**config.mk**
```make
export PLATFORM = sky130hd
export DESIGN_NAME = mops_sched
export DESIGN_NICKNAME = d
export VERILOG_FILES = /design/src/rtl/mops_pkg.sv /design/src/rtl/mops_wakeup.sv /design/src/rtl/mops_alloc.sv /design/src/rtl/mops_select.sv /design/src/rtl/mops_sched.sv
export SDC_FILE = /design/constraint.sdc
export NUM_CORES = 2
export LEC_CHECK = 0
export BUFFER_PORTS_ARGS = -buffer_cell sky130_fd_sc_hd__buf_4
export CORE_MARGIN = 2
export CORE_UTILIZATION = 47
export CTS_BUF_LIST = sky130_fd_sc_hd__clkbuf_4
export DETAILED_ROUTE_END_ITERATION = 8
export PLACE_DENSITY = 0.74
export SLEW_MARGIN = 5
export SYNTH_ARGS = -nofsm -noshare
export SYNTH_HDL_FRONTEND = slang
export SYNTH_SLANG_ARGS = --single-unit
```
**constraint.sdc**
```tcl
create_clock -name clk -period 6.1 [get_ports clk]
set_clock_uncertainty 0.05 [all_clocks]
set_input_delay 0.915 -clock clk [delete_from_list [all_inputs] [get_ports clk]]
set_output_delay 0.915 -clock clk [all_outputs]
set_load 0.005 [all_outputs]
```
**src/rtl/mops_pkg.sv**
```systemverilog
package mops_pkg;
    localparam int TAG_W      = 7;
    localparam int LANES      = 3;
    localparam int LANE_W     = 2;
    localparam int WAKE_PORTS = 2 * LANES;

    typedef logic [TAG_W-1:0]  tag_t;
    typedef logic [LANE_W-1:0] lane_t;

    typedef struct packed {
        logic  vld;
        logic  h1c;
        lane_t lane;
        logic  r0;
        logic  r1;
        tag_t  s0;
        tag_t  s1;
        tag_t  dst;
    } iq_ent_t;
endpackage

```
**src/rtl/mops_wakeup.sv**
```systemverilog
module mops_wakeup
    import mops_pkg::*;
#(
    parameter int NW = WAKE_PORTS
) (
    input  tag_t                tag,
    input  logic [NW-1:0]       wv,
    input  logic [NW*TAG_W-1:0] wt,
    output logic                hit
);
    always_comb begin
        hit = 1'b0;
        for (int k = 0; k < NW; k++) begin
            if (wv[k] && (wt[k*TAG_W +: TAG_W] == tag)) hit = 1'b1;
        end
    end
endmodule

```
**src/rtl/mops_alloc.sv**
```systemverilog
module mops_alloc #(
    parameter int N = 16
) (
    input  logic [N-1:0] busy,
    output logic [N-1:0] pick,
    output logic         full
);
    logic found;

    always_comb begin
        pick  = '0;
        found = 1'b0;
        for (int i = 0; i < N; i++) begin
            if (!busy[i] && !found) begin
                pick[i] = 1'b1;
                found   = 1'b1;
            end
        end
    end

    assign full = &busy;
endmodule

```
**src/rtl/mops_select.sv**
```systemverilog
module mops_select
    import mops_pkg::*;
#(
    parameter int N = 16
) (
    input  logic              clk,
    input  logic              alloc_en,
    input  logic [N-1:0]      alloc_pick,
    input  logic [N-1:0]      valid,
    input  logic [N-1:0]      req,
    input  logic [N*LANE_W-1:0] lane_flat,
    output logic [N-1:0]      grant
);
    // older[i][j] set: entry i was allocated before entry j
    logic [N-1:0] older [N];

    always_ff @(posedge clk) begin
        if (alloc_en) begin
            for (int k = 0; k < N; k++) begin
                if (alloc_pick[k]) begin
                    older[k] <= '0;
                    for (int j = 0; j < N; j++) begin
                        if (j != k) older[j][k] <= valid[j];
                    end
                end
            end
        end
    end

    for (genvar i = 0; i < N; i++) begin : g_pick
        logic blk;
        always_comb begin
            blk = 1'b0;
            for (int j = 0; j < N; j++) begin
                if (j != i && req[j] && older[j][i] &&
                    lane_flat[j*LANE_W +: LANE_W] == lane_flat[i*LANE_W +: LANE_W])
                    blk = 1'b1;
            end
            grant[i] = req[i] & ~blk;
        end
    end
endmodule

```
**src/rtl/mops_sched.sv**
```systemverilog
module mops_sched
    import mops_pkg::*;
#(
    parameter int ENTRIES = 16
) (
    input  logic                         clk,
    input  logic                         rst,
    input  logic                         flush,
    input  logic                         disp_valid,
    input  logic [LANE_W-1:0]            disp_lane,
    input  logic [TAG_W-1:0]             disp_src0,
    input  logic                         disp_src0_rdy,
    input  logic [TAG_W-1:0]             disp_src1,
    input  logic                         disp_src1_rdy,
    input  logic [TAG_W-1:0]             disp_dst,
    input  logic                         disp_head1c,
    output logic                         full,
    output logic [LANES-1:0]             iss_valid,
    output logic [LANES*TAG_W-1:0]       iss_dst,
    output logic [2*LANES-1:0]           bcast_valid,
    output logic [2*LANES*TAG_W-1:0]     bcast_tag
);
    iq_ent_t ents [ENTRIES];

    logic [ENTRIES-1:0]        busy, req, pick, grant, hit0, hit1;
    logic [ENTRIES*LANE_W-1:0] lane_flat;
    logic                      alloc_en, dhit0, dhit1;

    logic [LANES-1:0]          iss_h1c, slow_v, nxt_v, nxt_h;
    logic [LANES*TAG_W-1:0]    slow_tag, nxt_dst;
    logic [WAKE_PORTS-1:0]     wv;
    logic [WAKE_PORTS*TAG_W-1:0] wt;

    // wakeup stage: fast slots from the grant register, slow slots one cycle later
    assign wv = {slow_v, iss_valid & iss_h1c};
    assign wt = {slow_tag, iss_dst};

    for (genvar i = 0; i < ENTRIES; i++) begin : g_ent
        assign busy[i] = ents[i].vld;
        assign req[i]  = ents[i].vld & ents[i].r0 & ents[i].r1;
        assign lane_flat[i*LANE_W +: LANE_W] = ents[i].lane;

        mops_wakeup #(.NW(WAKE_PORTS)) u_w0 (.tag(ents[i].s0), .wv(wv), .wt(wt), .hit(hit0[i]));
        mops_wakeup #(.NW(WAKE_PORTS)) u_w1 (.tag(ents[i].s1), .wv(wv), .wt(wt), .hit(hit1[i]));
    end

    mops_wakeup #(.NW(WAKE_PORTS)) u_dw0 (.tag(disp_src0), .wv(wv), .wt(wt), .hit(dhit0));
    mops_wakeup #(.NW(WAKE_PORTS)) u_dw1 (.tag(disp_src1), .wv(wv), .wt(wt), .hit(dhit1));

    mops_alloc #(.N(ENTRIES)) u_alloc (.busy(busy), .pick(pick), .full(full));

    assign alloc_en = disp_valid & ~full & ~flush;

    mops_select #(.N(ENTRIES)) u_sel (
        .clk(clk), .alloc_en(alloc_en), .alloc_pick(pick), .valid(busy),
        .req(req), .lane_flat(lane_flat), .grant(grant)
    );

    // fold entry grants into per-lane issue slots
    always_comb begin
        nxt_v   = '0;
        nxt_h   = '0;
        nxt_dst = '0;
        for (int l = 0; l < LANES; l++) begin
            for (int i = 0; i < ENTRIES; i++) begin
                if (grant[i] && ents[i].lane == lane_t'(l)) begin
                    nxt_v[l] = 1'b1;
                    nxt_h[l] = ents[i].h1c;
                    nxt_dst[l*TAG_W +: TAG_W] = ents[i].dst;
                end
            end
        end
    end

    always_ff @(posedge clk) begin
        for (int i = 0; i < ENTRIES; i++) begin
            if (rst || flush) begin
                ents[i].vld <= 1'b0;
            end else if (alloc_en && pick[i]) begin
                ents[i] <= '{vld: 1'b1, h1c: disp_head1c, lane: disp_lane,
                             r0: disp_src0_rdy | dhit0, r1: disp_src1_rdy | dhit1,
                             s0: disp_src0, s1: disp_src1, dst: disp_dst};
            end else if (grant[i]) begin
                ents[i].vld <= 1'b0;
            end else begin
                ents[i].r0 <= ents[i].r0 | hit0[i];
                ents[i].r1 <= ents[i].r1 | hit1[i];
            end
        end
    end

    always_ff @(posedge clk) begin
        if (rst || flush) begin
            iss_valid   <= '0;
            iss_h1c     <= '0;
            iss_dst     <= '0;
            slow_v      <= '0;
            slow_tag    <= '0;
            bcast_valid <= '0;
            bcast_tag   <= '0;
        end else begin
            iss_valid   <= nxt_v;
            iss_h1c     <= nxt_h;
            iss_dst     <= nxt_dst;
            slow_v      <= iss_valid & ~iss_h1c;
            slow_tag    <= iss_dst;
            bcast_valid <= wv;
            bcast_tag   <= wt;
        end
    end
endmodule

```
### Yosys cells after proc, flatten, opt, wreduce, memory -nomap -nowiden

Memory sizes are Yosys's and may differ from the RTL's.
Index checks and enable logic that the tools add are counted.

| operators by class | value |
|---|---|
| bitwise gates (word level) | 409 |
| reduce and logical (&&, ||, !) cells | 810 |
| equal/unequal tests | 476 |
| mux-type cells | 1147 |

Operators with widths:

| cell | number |
|---|---|
| $eq A7 B7 Y1 | 204 |
| $mux W1 | 1099 |
| $logic_and A1 B1 Y1 | 763 |
| $eq A2 B2 Y1 | 240 |
| $or A1 B1 Y1 | 338 |
| $mux W7 | 48 |
| $and A1 B1 Y1 | 50 |
| $eq A2 B1 Y1 const B | 16 |
| $eq A2 B2 Y1 const B | 16 |
| $logic_not A2 Y1 | 16 |
| $logic_not A1 Y1 | 29 |
| $not A1 Y1 | 18 |
| $reduce_and A16 Y1 | 1 |
| $and A3 B3 Y3 | 2 |
| $not A3 Y3 | 1 |
| $logic_or A1 B1 Y1 | 1 |

| storage, ports and cells | value |
|---|---|
| logic and storage cells | 2851 |
| RAM bits | 688 |
| memories kept | 2 |
| output and inout bits | 73 |
| flip-flop bits (word level) | 99 |
| input bits | 30 |

Memories:

| name | words | width | rd ports | clocked after memory_dff | wr ports | line | source |
|---|---|---|---|---|---|---|---|
| ents | 16 | 27 | 16 | 0 | 16 | mops_sched.sv:23 | `iq_ent_t ents [ENTRIES];` |
| u_sel.older | 16 | 16 | 16 | 0 | 16 | mops_select.sv:15 | `logic [N-1:0] older [N];` |

### Longest topological paths before layout

An unclocked memory read counts as a cell.

| depth | value |
|---|---|
| depth in word-level cells | 52 |
| gate-level depth with buffers | 14 |
| mapped depth without buffers | 11 |

### Cells and area by module

Synthesis repeated with hierarchy kept, for this count alone.

| unflattened totals | value |
|---|---|
| cells, all modules | 5438 |
| area, all modules | 53406.2 um^2 |

By module, submodules not included:

| module | seq. area each (um^2) | times used | cells an instance | area each (um^2) |
|---|---|---|---|---|
| mops_sched | 14533.9 | 1 | 1382 | 19972.9 |
| mops_wakeup | 0.0 | 34 | 68 | 550.5 |
| mops_select | 6236.0 | 1 | 1713 | 14518.9 |
| mops_alloc | 0.0 | 1 | 31 | 196.4 |

### Least setup slack after synthesis

OpenSTA, ideal clock, no wires.

| timing | value |
|---|---|
| path type | in2reg |
| start point | in flush |
| end point | mem ents[1][108] (netlist bit) (enable) |
| setup slack | 2.200 ns |
| cell stages on the path | 8 |
| library setup time | 0.405 ns |
| arrival time | 3.445 ns |
| buffers on the path | 2 |
| required time | 5.645 ns |
| cells stage by stage | nand2b_1 nor2_1 nand2b_1 or3_1 or3_1 clkbuf_1 clkbuf_1 nor2_1 |

RTL lines:

| what | line | source |
|---|---|---|
| start, declared | mops_sched.sv:8 | `input logic flush,` |
| end, declared | mops_sched.sv:23 |  |

==> flow_metrics.py <==
metrics = {
    "status": {
        "outcome": "finished, violations left",
        "violations": "max-capacitance violations, max-slew violations",
    },
    "global_route": {
        "grt_overflow_total": 0,
        "grt_use_total_pct": 38.2,
        "grt_pass1_wl_um": 323000,
        "grt_max_degree": 46,
        "grt_antenna_before_repair": 12,
        "grt_pass1_vias": 45497,
    },
    "yosys": {
        "synthMuxAreaShare_pct": 0.651,
        "synth-seq-area-share_pct": 40.5,
        "synth_area_per_cell_um2": 9.57,
        "synth_top_family_by_area": "XOR/XNOR gates",
        "yosys.area_share.simple_pct": 17.6,
        "synthesis.area_mm2": 0.0536,
        "yosys_warnings": 0,
        "synth_cell_types": 100,
        "yosys.area.top_type_share_pct": 37.6,
        "synth_area_leaders": "edfxtp_1 (38%), xor2_1 (18%), xnor2_1 (9.0%)",
        "syn_nets": 5631,
        "synthCells": 5601,
        "ys.flop_type": "edfxtp_1",
        "synthAdderAreaFrac_pct": 0,
        "synth_edf_count": 672,
        "synth_async_sr_flop_share_pct": 0,
        "yosysTopAreaCell": "edfxtp_1",
        "synth-compound-area-share_pct": 6.52,
        "synthXorXnorAreaFrac_pct": 27.3,
        "synth-seq-cells": 750,
    },
    "pwr": {
        "combPwrFrac_pct": 5.6,
        "seqPwrFrac_pct": 51.2,
        "netSwitchingFraction_pct": 25.8,
        "intPower_mw": 8.26,
        "p_per_area_mw_per_mm2": 193,
        "peakVddDrop_uv": 125,
        "power.share.clock_pct": 43.3,
        "netSwitchingPower_mw": 2.87,
        "p_leak_nw": 23.6,
    },
    "worst_setup_path": {
        "crit_path_end_kind": "flip-flop",
        "critPathArrivalTime_ns": 6.94,
        "cpMaxStageDelayCell": "nand3_1",
        "worstSetupPathType": "reg -> reg",
        "critPathMaxStageDelay_ns": 1.14,
        "start_kind": "flip-flop",
        "crit_family": "simple AND/OR/NAND/NOR gates",
        "cp.buffers_inverters": 2,
        "worstPathCellList": "nand3_1 -> buf_4 -> nor4_1 -> nor4_1 -> nand4_1 -> nor3_2 -> buf_4 -> a211o_1 -> a2111oi_0 -> o2111ai_1 -> a31o_1",
        "worst_ep_required_time_ns": 7.12,
        "crit_fanout": 13,
    },
    "timing": {
        "tns_ns": 0,
        "finalHoldViolCount": 0,
        "maxSlewHeadroom_pct": -4.54,
        "finalSetupViolCount": 0,
        "whs_ns": 0.0681,
        "max_slew.worst_pin.slew_ns": 1.55,
        "fmaxAchievable_mhz": 169,
        "min_period_ns": 5.92,
        "rsz0062_at_grt": "false",
        "finalMaxSlewViolations": 4,
        "period_share_pct": 97.0,
    },
    "clock_network": {
        "clk_pin_slew_ns": 0.07,
        "ctsHoldBuffers": 7,
        "clock_sinks": 750,
        "cts_max_level": 4,
        "clk_latency_ns": 1.18,
        "root_buffer": "clkbuf_4",
        "ctsLongestPathBuffers": 3,
        "cts_tree": "done",
        "post_cts_buffers": 0,
        "cts_buffers": 202,
        "cts_resized": 0,
    },
    "final_layout": {
        "syn_to_final_growth_pct": 7.50,
        "drive_above_1_share_pct": 13.8,
        "fillers": 10148,
        "final_util_pct": 51.1,
        "nets": 5471,
    },
    "floorplan": {
        "die_w_um": 342,
        "start_util_pct": 47.5,
        "core_mm2": 0.113,
        "io_pins": 103,
        "rows": 123,
        "die_area_mm2": 0.117,
        "die_h_um": 342,
    },
    "route": {
        "ant_nets": 0,
        "wirelength_um": 228000,
        "routedWlPerCell_um": 32.1,
        "detail_route.iter0.violations": 8166,
        "via_per_inst": 6.69,
        "drt_first_pass_iters": 9,
        "num_vias": 47558,
        "drc": 0,
    },
    "flow_run": {
        "maxCapViolations": 2,
    },
    "placed_design": {
        "place.gp.congestion": 1.10,
        "hpwl_um": 152000,
        "portBuffers": 102,
    },
    "hold_path": {
        "hold_class": "in -> reg",
    },
}
==> layout by cell type, fill, tap and decap left out, types with 11 or more instances in the layout <==
cell type and count:
xor2_1 1116, edfxtp_1 672, xnor2_1 548, nor4_1 497, nand2_1 367, inv_1 297
clkbuf_4 278, buf_4 275, nor2_1 223, nand4_1 180, a21oi_1 114, and2_1 112
o21ai_0 71, nand3_1 61, clkinv_1 50, nor3_1 48, dfxtp_2 45, dfxtp_1 33
nor4b_1 31, mux2_2 31, nor2b_1 30, a221oi_1 28, a41oi_1 27, o211ai_1 27
or3_1 22, clkinv_2 22, a31oi_1 21, o22ai_1 21, nor2_2 17, or2_2 16
a211oi_1 16, nand3_2 15, and3_1 14, and4_1 13, o221ai_1 13, nand2b_1 12
a221o_1 11
==> registers in the layout, summed over array words and instances, names as in the netlist <==
name / cells
iss_h1c: 3
ents: 432
iss_dst: 21
bcast_tag: 42
u_sel.older: 240
bcast_valid: 6
iss_valid: 3
slow_v: 3
==> cells in the mapped netlist (all sizes together) (30+ instances only) <==
| cell | instances |
|---|---|
| xnor2 | 548 |
| clkbuf | 317 |
| nand2 | 370 |
| nor4 | 502 |
| nor4b | 31 |
| edfxtp | 672 |
| a21oi | 114 |
| and2 | 115 |
| nor2 | 241 |
| nor3 | 55 |
| nor2b | 30 |
| mux2 | 31 |
| nand3 | 76 |
| inv | 298 |
| buf | 329 |
| a221oi | 31 |
| o21ai | 77 |
| xor2 | 1120 |
| nand4 | 184 |
| dfxtp | 78 |
==> path summary, 6_finish.rpt <==
kind / start / to / slack [ns] / cells past startpoint
max: ents[1][80]$_SDFFCE_PP0P_ / iss_dst[5]$_SDFF_PP0_ / 0.18 / 11
min: disp_dst[6] / ents[1][87]$_DFFE_PP_ / 0.07 / 1
max reg2reg: ents[1][80]$_SDFFCE_PP0P_ / iss_dst[5]$_SDFF_PP0_ / 0.18 / 11
min reg2reg: iss_h1c[1]$_SDFF_PP0_ / slow_v[1]$_SDFF_PP0_ / 0.44 / 1
==> final cells by class <==
class	instances	area (um2)	area share, %
flip-flops and latches	750	21800	37.8
repair buffers	282	2130	3.70
multi-input cells	3906	28000	48.6
clock inverters	90	612	1.06
clock buffers	278	2090	3.62
diodes	8	20.0	0.0347
well taps	1500	1880	3.26
inverters	299	1120	1.95
==> stage by stage <==
step	worst slack [ns]	power (mW)	instance area [um2]	instances
2_1_floorplan	2.20	6.09	53600	5601
3_3_place_gp	0.642	6.38	54900	6730
3_5_place_dp	0.584	6.39	54900	6730
4_1_cts	0.557	11.1	57600	7105
5_1_grt	0.265	11.4	57600	7110
6_report	0.183	11.1	57600	7113
==> cells by family (layout without fill, tap and decap cells) <==
group,Yosys count,in the layout
compound gates,486,486
flops,750,750
other cells,0,8
mux,31,31
buf+inv,945,949
simple gates,1721,1721
xor+xnor,1668,1668
==> power groups by stage <==
stage          Combinational [mW]  Clock [mW]  Sequential [mW]
2_1_floorplan               0.350           0             5.74
3_3_place_gp                0.572           0             5.80
3_5_place_dp                0.582           0             5.80
4_1_cts                     0.588        4.85             5.69
5_1_grt                     0.631        5.08             5.69
6_report                    0.619        4.82             5.70
==> worst reg2reg max path, cell delays in order, from the launching register on <==
cell       delay, ns
edfxtp_1        1.02
nand3_1         1.14
buf_4           0.52
nor4_1          0.55
nor4_1          0.10
nand4_1         0.51
nor3_2          0.07
buf_4           0.22
a211o_1         0.29
a2111oi_0       0.76
o2111ai_1       0.31
a31o_1          0.27
==> metal layers <==
| layer | track usage (%) | share of wire [%] | up-vias |
|---|---|---|---|
| li1 | - | - | 19190 |
| met3 | 11.6 | 16 | 1271 |
| met2 | 53.8 | 40 | 4463 |
| met1 | 50.1 | 35 | 22624 |
| met5 | 0 | 0.039 | - |
| met4 | 26.5 | 8.6 | 10 |
No activity file was read; power rests on OpenSTA's default activity.
